`src/rtl/drift_pkg.sv`:
```
package drift_pkg;
    typedef enum logic [2:0] {
        S_IDLE  = 3'd0,
        S_ARM   = 3'd1,
        S_TRACK = 3'd2,
        S_SCALE = 3'd3,
        S_SWAP  = 3'd4
    } phase_t;
endpackage

```
`src/rtl/ring_freq_meter.sv`:
```
module ring_freq_meter #(
    parameter int CNT_W  = 16,
    parameter int GATE_W = 16
) (
    input  logic              clk,
    input  logic              rst_n,
    input  logic              osc_in,
    input  logic [GATE_W-1:0] gate_len,
    output logic [CNT_W-1:0]  cnt_o,
    output logic              valid_o
);
    logic [1:0]        sync_q;
    logic              prev_q;
    logic [GATE_W-1:0] tmr_q;
    logic [CNT_W-1:0]  acc_q;
    logic              rise;
    logic [CNT_W-1:0]  acc_nxt;
    logic              win_end;

    assign rise    = sync_q[1] & ~prev_q;
    assign acc_nxt = (rise && (acc_q != {CNT_W{1'b1}})) ? acc_q + 1'b1 : acc_q;
    assign win_end = ({1'b0, tmr_q} + 1'b1) >= {1'b0, gate_len};

    always_ff @(posedge clk or negedge rst_n) begin
        if (!rst_n) begin
            sync_q  <= '0;
            prev_q  <= 1'b0;
            tmr_q   <= '0;
            acc_q   <= '0;
            cnt_o   <= '0;
            valid_o <= 1'b0;
        end else begin
            sync_q <= {sync_q[0], osc_in};
            prev_q <= sync_q[1];
            if (win_end) begin
                cnt_o   <= acc_nxt;
                valid_o <= 1'b1;
                acc_q   <= '0;
                tmr_q   <= '0;
            end else begin
                acc_q   <= acc_nxt;
                tmr_q   <= tmr_q + 1'b1;
                valid_o <= 1'b0;
            end
        end
    end
endmodule

```
`src/rtl/seq_divider.sv`:
```
module seq_divider #(
    parameter int NUM_W = 32,
    parameter int DEN_W = 16
) (
    input  logic             clk,
    input  logic             rst_n,
    input  logic             start,
    input  logic [NUM_W-1:0] num,
    input  logic [DEN_W-1:0] den,
    output logic             busy,
    output logic             done,
    output logic [NUM_W-1:0] quot
);
    localparam int STEP_W = $clog2(NUM_W + 1);

    logic [DEN_W-1:0]  rem_q;
    logic [DEN_W-1:0]  den_q;
    logic [NUM_W-1:0]  q_q;
    logic [STEP_W-1:0] steps_q;
    logic [DEN_W:0]    rem_sh;
    logic              fits;

    assign rem_sh = {rem_q, q_q[NUM_W-1]};
    assign fits   = rem_sh >= {1'b0, den_q};
    assign busy   = steps_q != '0;
    assign quot   = q_q;

    always_ff @(posedge clk or negedge rst_n) begin
        if (!rst_n) begin
            rem_q   <= '0;
            den_q   <= '0;
            q_q     <= '0;
            steps_q <= '0;
            done    <= 1'b0;
        end else begin
            done <= 1'b0;
            if (start && !busy) begin
                rem_q   <= '0;
                den_q   <= den;
                q_q     <= num;
                steps_q <= STEP_W'(NUM_W);
            end else if (busy) begin
                if (fits) begin
                    rem_q <= DEN_W'(rem_sh - {1'b0, den_q});
                end else begin
                    rem_q <= rem_sh[DEN_W-1:0];
                end
                q_q     <= {q_q[NUM_W-2:0], fits};
                steps_q <= steps_q - 1'b1;
                done    <= steps_q == STEP_W'(1);
            end
        end
    end
endmodule

```
`src/rtl/tap_bank.sv`:
```
module tap_bank #(
    parameter int N_TAPS = 16,
    parameter int TAP_W  = 16,
    localparam int IDX_W = $clog2(N_TAPS)
) (
    input  logic             clk,
    input  logic             rst_n,
    input  logic             wr_en,
    input  logic [IDX_W-1:0] wr_idx,
    input  logic [TAP_W-1:0] wr_val,
    input  logic             sh_we,
    input  logic [IDX_W-1:0] sh_idx,
    input  logic [TAP_W-1:0] sh_val,
    input  logic             swap,
    input  logic [IDX_W-1:0] rd_idx,
    output logic [TAP_W-1:0] rd_val,
    input  logic [IDX_W-1:0] base_idx,
    output logic [TAP_W-1:0] base_val,
    output logic             act_o
);
    logic [TAP_W-1:0] base_q [N_TAPS];
    logic [TAP_W-1:0] bank_q [2][N_TAPS];
    logic             act_q;

    assign base_val = base_q[base_idx];
    assign act_o    = act_q;

    always_ff @(posedge clk or negedge rst_n) begin
        if (!rst_n) begin
            for (int i = 0; i < N_TAPS; i++) begin
                base_q[i]    <= '0;
                bank_q[0][i] <= '0;
                bank_q[1][i] <= '0;
            end
            act_q  <= 1'b0;
            rd_val <= '0;
        end else begin
            if (sh_we) begin
                bank_q[~act_q][sh_idx] <= sh_val;
            end
            if (wr_en) begin
                base_q[wr_idx]    <= wr_val;
                bank_q[0][wr_idx] <= wr_val;
                bank_q[1][wr_idx] <= wr_val;
            end
            if (swap) begin
                act_q <= ~act_q;
            end
            rd_val <= bank_q[act_q][rd_idx];
        end
    end
endmodule

```
`src/rtl/tap_drift_comp.sv`:
```
module tap_drift_comp
    import drift_pkg::*;
#(
    parameter int N_TAPS = 16,
    parameter int TAP_W  = 16,
    parameter int CNT_W  = 16,
    parameter int GATE_W = 16,
    localparam int IDX_W = $clog2(N_TAPS),
    localparam int NUM_W = TAP_W + CNT_W
) (
    input  logic              clk,
    input  logic              rst_n,
    input  logic              osc_in,
    input  logic [GATE_W-1:0] gate_len,
    input  logic [CNT_W-1:0]  deadband,
    input  logic              cal_done,
    input  logic              tap_we,
    input  logic [IDX_W-1:0]  tap_widx,
    input  logic [TAP_W-1:0]  tap_wdata,
    input  logic [IDX_W-1:0]  lk_idx,
    output logic [TAP_W-1:0]  lk_time,
    output logic [CNT_W-1:0]  st_ref,
    output logic [CNT_W-1:0]  st_last,
    output logic              st_busy
);
    phase_t            state_q, state_d;
    logic [CNT_W-1:0]  meas_cnt;
    logic              meas_valid;
    logic [CNT_W-1:0]  ref_q;
    logic [CNT_W-1:0]  cur_q;
    logic [IDX_W-1:0]  idx_q;
    logic              issued_q;
    logic [CNT_W-1:0]  gap;
    logic              over;
    logic              trigger;
    logic              div_start;
    logic              div_busy;
    logic              div_done;
    logic [NUM_W-1:0]  div_num;
    logic [NUM_W-1:0]  div_quot;
    logic [TAP_W-1:0]  base_val;
    logic [TAP_W-1:0]  scaled;
    logic              sh_we;
    logic              swap;
    logic              act_sel;
    logic              last_entry;

    ring_freq_meter #(.CNT_W(CNT_W), .GATE_W(GATE_W)) u_meter (
        .clk(clk), .rst_n(rst_n), .osc_in(osc_in), .gate_len(gate_len),
        .cnt_o(meas_cnt), .valid_o(meas_valid)
    );

    assign gap     = (meas_cnt > ref_q) ? meas_cnt - ref_q : ref_q - meas_cnt;
    assign over    = gap > deadband;
    assign trigger = meas_valid && over && (meas_cnt != '0);

    assign last_entry = idx_q == IDX_W'(N_TAPS - 1);
    assign div_num    = NUM_W'(base_val) * NUM_W'(ref_q);
    assign div_start  = (state_q == S_SCALE) && !issued_q && !div_busy;
    assign scaled     = (div_quot[NUM_W-1:TAP_W] != '0) ? {TAP_W{1'b1}} : div_quot[TAP_W-1:0];
    assign sh_we      = (state_q == S_SCALE) && div_done;
    assign swap       = state_q == S_SWAP;

    seq_divider #(.NUM_W(NUM_W), .DEN_W(CNT_W)) u_div (
        .clk(clk), .rst_n(rst_n), .start(div_start), .num(div_num), .den(cur_q),
        .busy(div_busy), .done(div_done), .quot(div_quot)
    );

    tap_bank #(.N_TAPS(N_TAPS), .TAP_W(TAP_W)) u_bank (
        .clk(clk), .rst_n(rst_n),
        .wr_en(tap_we), .wr_idx(tap_widx), .wr_val(tap_wdata),
        .sh_we(sh_we), .sh_idx(idx_q), .sh_val(scaled), .swap(swap),
        .rd_idx(lk_idx), .rd_val(lk_time),
        .base_idx(idx_q), .base_val(base_val), .act_o(act_sel)
    );

    // state register
    always_ff @(posedge clk or negedge rst_n) begin
        if (!rst_n) state_q <= S_IDLE;
        else        state_q <= state_d;
    end

    // next state
    always_comb begin
        state_d = state_q;
        unique case (state_q)
            S_IDLE:  if (cal_done) state_d = S_ARM;
            S_ARM:   if (meas_valid) state_d = S_TRACK;
            S_TRACK: begin
                if (cal_done)     state_d = S_ARM;
                else if (trigger) state_d = S_SCALE;
            end
            S_SCALE: if (div_done && last_entry) state_d = S_SWAP;
            S_SWAP:  state_d = S_TRACK;
            default: state_d = S_IDLE;
        endcase
    end

    // datapath registers and outputs
    always_ff @(posedge clk or negedge rst_n) begin
        if (!rst_n) begin
            ref_q    <= '0;
            cur_q    <= '0;
            idx_q    <= '0;
            issued_q <= 1'b0;
        end else begin
            unique case (state_q)
                S_ARM: if (meas_valid) ref_q <= meas_cnt;
                S_TRACK: begin
                    idx_q    <= '0;
                    issued_q <= 1'b0;
                    if (!cal_done && trigger) cur_q <= meas_cnt;
                end
                S_SCALE: begin
                    if (div_start) issued_q <= 1'b1;
                    if (div_done) begin
                        issued_q <= 1'b0;
                        if (!last_entry) idx_q <= idx_q + 1'b1;
                    end
                end
                default: ;
            endcase
        end
    end

    assign st_ref  = ref_q;
    assign st_last = meas_cnt;
    assign st_busy = (state_q == S_SCALE) || (state_q == S_SWAP);
endmodule


```
`config.mk`:
```
export PLATFORM = sky130hd
export DESIGN_NAME = tap_drift_comp
export DESIGN_NICKNAME = d
export VERILOG_FILES = /design/src/rtl/drift_pkg.sv /design/src/rtl/ring_freq_meter.sv /design/src/rtl/seq_divider.sv /design/src/rtl/tap_bank.sv /design/src/rtl/tap_drift_comp.sv
export SDC_FILE = /design/constraint.sdc
export NUM_CORES = 2
export LEC_CHECK = 0
export ABC_AREA = 1
export BUFFER_PORTS_ARGS = -buffer_cell sky130_fd_sc_hd__buf_2
export CAP_MARGIN = 20
export CORE_MARGIN = 2
export CORE_UTILIZATION = 40
export CTS_CLUSTER_DIAMETER = 40
export CTS_CLUSTER_SIZE = 12
export DETAILED_ROUTE_END_ITERATION = 7
export SLEW_MARGIN = 40
export SYNTH_ARGS = -nofsm -noshare
export SYNTH_HDL_FRONTEND = slang
export SYNTH_SLANG_ARGS = --single-unit
```
`constraint.sdc`:
```
create_clock -name clk -period 7 [get_ports clk]
set_input_delay 1.4 -clock clk [delete_from_list [all_inputs] [get_ports clk]]
set_output_delay 1.4 -clock clk [all_outputs]
set_load 0.05 [all_outputs]
```
==> flow_metrics.py <==
metrics = {
    "synthesis": {
        "synthArstFlopShare": 1.00,
        "synth_seq_area_share": 0.404,
        "synth-edff-count": 0,
        "synth_area_um2": 58700,
        "synth_common_cells": "nand2_1, dfrtp_1, o21ai_0",
        "synth.net_count": 8106,
        "synth_area_per_cell_um2": 7.66,
        "synth_area_leaders": "dfrtp_1, nand2_1, o21ai_0",
        "yosys_most_used_dff": "dfrtp_1",
        "yosys_register_bits": 948,
        "syn_inst": 7656,
        "synth.largest_area_cell": "dfrtp_1",
        "post-synth-top-area-fraction": 0.404,
        "yosys.cell_types.count": 46,
        "synth_most_common_cell": "nand2_1",
        "yosys_warnings": 0,
    },
    "global_route": {
        "grt_first_pass_wirelength_um": 325000,
        "grt_pass1_vias": 52100,
        "antenna_found_initial": 3,
        "grtUsageTotal": 0.281,
        "grt.overflow.total": 0,
        "grt_max_degree": 144,
    },
    "hold_path": {
        "min_path_cells": 0,
        "hold_end": "u_meter.sync_q[1]",
        "hp-class": "flip-flop to flip-flop",
        "worstHoldStart": "u_meter.sync_q[0]",
    },
    "floorplanning": {
        "io-pin-count": 110,
        "row_count": 140,
        "core_um2": 146000,
        "start_util": 0.403,
        "die_w_um": 387,
        "die-area_um2": 150000,
        "die_h_um": 387,
    },
    "pwr": {
        "ir_drop_uv": 225,
        "total_power_mw": 22.3,
        "p_leak_nw": 31.4,
        "p_per_area_nw_per_um2": 326,
    },
    "place": {
        "gp_congestion": 0.942,
        "place.detailed.hpwl_um": 144000,
        "dp_cells": 9390,
        "portBuffers": 109,
    },
    "clocking": {
        "clock-sinks": 948,
        "clkLatencyLatePin_ns": 0.81,
        "cts_buffers": 165,
        "cts_root_buf": "clkbuf_16",
        "clk_path_buf_depth": 3,
        "cts_hold_buf": 0,
        "clk_pin_slew_ns": 0.05,
        "cts_tree": "built",
        "cts_max_level": 4,
    },
    "timing": {
        "clock.fmax_mhz": 147,
        "worst_slew_pin_slew_ns": 0.870,
        "period_needed_ns": 6.82,
        "tns_ns": 0,
        "hold_viol_final": 0,
        "finalSetupViolCount": 0,
        "maxSlewHeadroom": 0.420,
        "fin_crit_sh": 0.974,
        "slew_viol_final": 0,
        "finClkSkew_ns": 0.0575,
    },
    "drt": {
        "routedWlPerCell_um": 22.0,
        "antenna_left": 0,
        "dr_total_vias": 54000,
        "drc": 0,
        "drt_iter0_markers": 5622,
        "wirelength_um": 214000,
        "avgViaCountPerCell": 5.56,
        "first_pass_iters": 6,
    },
    "critical_path": {
        "arrival_ns": 7.43,
        "r2r_slack_ns": 0.18,
        "reg2reg_to": "u_div.quot[12]",
        "worst-r2r-cell-count": 26,
        "timing.rr.start": "idx_q[0]",
        "endpoint_kind": "flip-flop",
        "worstSetupStartpointType": "flip-flop",
        "critPathKind": "flip-flop to flip-flop",
        "path_max_fanout": 22,
        "required_ns": 7.61,
    },
    "status": {
        "status": "completed",
    },
    "cells_and_area": {
        "multi_input_area_um2": 29800,
        "nFillCells": 14100,
        "nets": 8107,
        "area_delta_synth_final_pct": 16.6,
        "stdcell_count": 9715,
        "regArea_um2": 23700,
        "layout-drive-gt1-share": 0.102,
    },
    "run": {
        "maxCapViolCount": 0,
    },
}
==> logic make-up after synthesis <==
logic type                 share of synthesized area
buffers and inverters                         0.0921
adders and majority gates                      0.108
DFF                                            0.404
xor gates and xnor gates                     0.00836
and+or+nand+nor                                0.193
AOI/OAI and AO/OA                              0.194
==> timing repair <==
item | in CTS | in global routing
gates cloned | 0 | 6
pin swaps | 0 | 8
hold endpoints to repair | 0 | 0
gates resized for setup | 2 | 68
buffers inserted | 0 | 8
setup endpoints to repair | 1 | 20
==> layout by cell type (no fill, tap or decap), types with 30 or more instances in the layout <==
| master | count |
|---|---|
| xor2_1 | 44 |
| o221ai_1 | 110 |
| o22ai_1 | 30 |
| nor2_2 | 33 |
| nand3_1 | 197 |
| a21oi_1 | 210 |
| nor2_4 | 47 |
| ha_1 | 190 |
| dfrtp_1 | 944 |
| o21ai_1 | 852 |
| fa_1 | 197 |
| nor2_1 | 520 |
| nand4_1 | 51 |
| clkbuf_16 | 170 |
| o21ai_0 | 923 |
| nand2_1 | 1827 |
| buf_4 | 159 |
| inv_1 | 805 |
| buf_2 | 106 |
==> sequential cells by signal (all words and copies together), names as in the netlist, 2 cells and up <==
signal / cells
u_div.den_q: 16
u_bank.rd_val: 16
st_ref: 16
u_div.steps_q: 6
state_q: 3
u_bank.bank_q: 512
u_bank.base_q: 256
u_meter.tmr_q: 16
u_div.rem_q: 16
u_meter.sync_q: 2
u_meter.cnt_o: 16
u_div.quot: 32
u_meter.acc_q: 16
idx_q: 4
cur_q: 16
==> worst max-delay path by stage <==
stage          startpoint        endpoint  slack (ns)  cells past startpoint
2_1_floorplan    idx_q[0]  u_div.quot[13]        0.92                     27
3_3_place_gp     idx_q[0]  u_div.quot[22]       -0.02                     30
3_5_place_dp     idx_q[0]  u_div.quot[22]        0.01                     30
4_1_cts          idx_q[0]  u_div.quot[22]       0.004                     31
5_1_grt          idx_q[0]  u_div.quot[20]       -0.03                     33
6_report         idx_q[0]  u_div.quot[12]        0.18                     26
==> power breakdown <==
| group | internal [mW] | leakage [nW] | switching, mW |
|---|---|---|---|
| combinational | 2.06 | 17.1 | 4.03 |
| clock | 5.45 | 2.84 | 3.13 |
| sequential | 6.81 | 11.5 | 0.817 |
| total | 14.3 | 31.4 | 7.98 |
==> through the flow <==
stage | hold WS, ns | utilization | area (um2) | setup slack (ns)
detailed placement | 0.341 | 0.426 | 61900 | 0.0112
finish | 0.351 | 0.470 | 68400 | 0.183
floorplan | 0.331 | - | 58700 | 0.919
global route | 0.375 | 0.470 | 68400 | -0.0304
global placement | 0.340 | 0.419 | 61100 | -0.0151
CTS | 0.352 | 0.466 | 67900 | 0.00391
==> cell type report <==
class | instances | area share
Inverter | 833 | 0.0462
Clock buffer | 200 | 0.0651
Tap cell | 1917 | 0.0351
Timing Repair inverter | 1 | 0.000128
Antenna cell | 3 | 0.000110
Timing Repair Buffer | 343 | 0.0491
Multi-Input combinational cell | 5365 | 0.436
Clock inverter | 105 | 0.0216
Sequential cell | 948 | 0.347
==> critical path, stage by stage, from the launching register on <==
cell and delay [ns]:
dfrtp_4 0.56, buf_16 0.21, buf_4 0.19, o21ai_0 0.21, nand2_1 0.16, nand2_1 0.14
nand4_2 0.15, inv_2 0.20, nor2_1 0.08, fa_1 0.51, inv_1 0.05, fa_1 0.49
fa_1 0.52, fa_1 0.55, inv_1 0.05, fa_1 0.47, inv_1 0.05, fa_1 0.48
inv_1 0.04, ha_1 0.36, nand2_2 0.18, inv_1 0.05, a21oi_1 0.18, nand3_1 0.21
or2_2 0.33, nand3_1 0.08, o211ai_1 0.09
==> per-layer routing <==
layer  vias up  GRT usage  wire length, um
met5         -          0               12
li1      25100          -                -
met3       414     0.0453            18100
met4         2     0.0994             7700
met2      2382      0.432            93800
met1     26100      0.400            93900
Note: power is estimated with default switching activity, not from simulation.
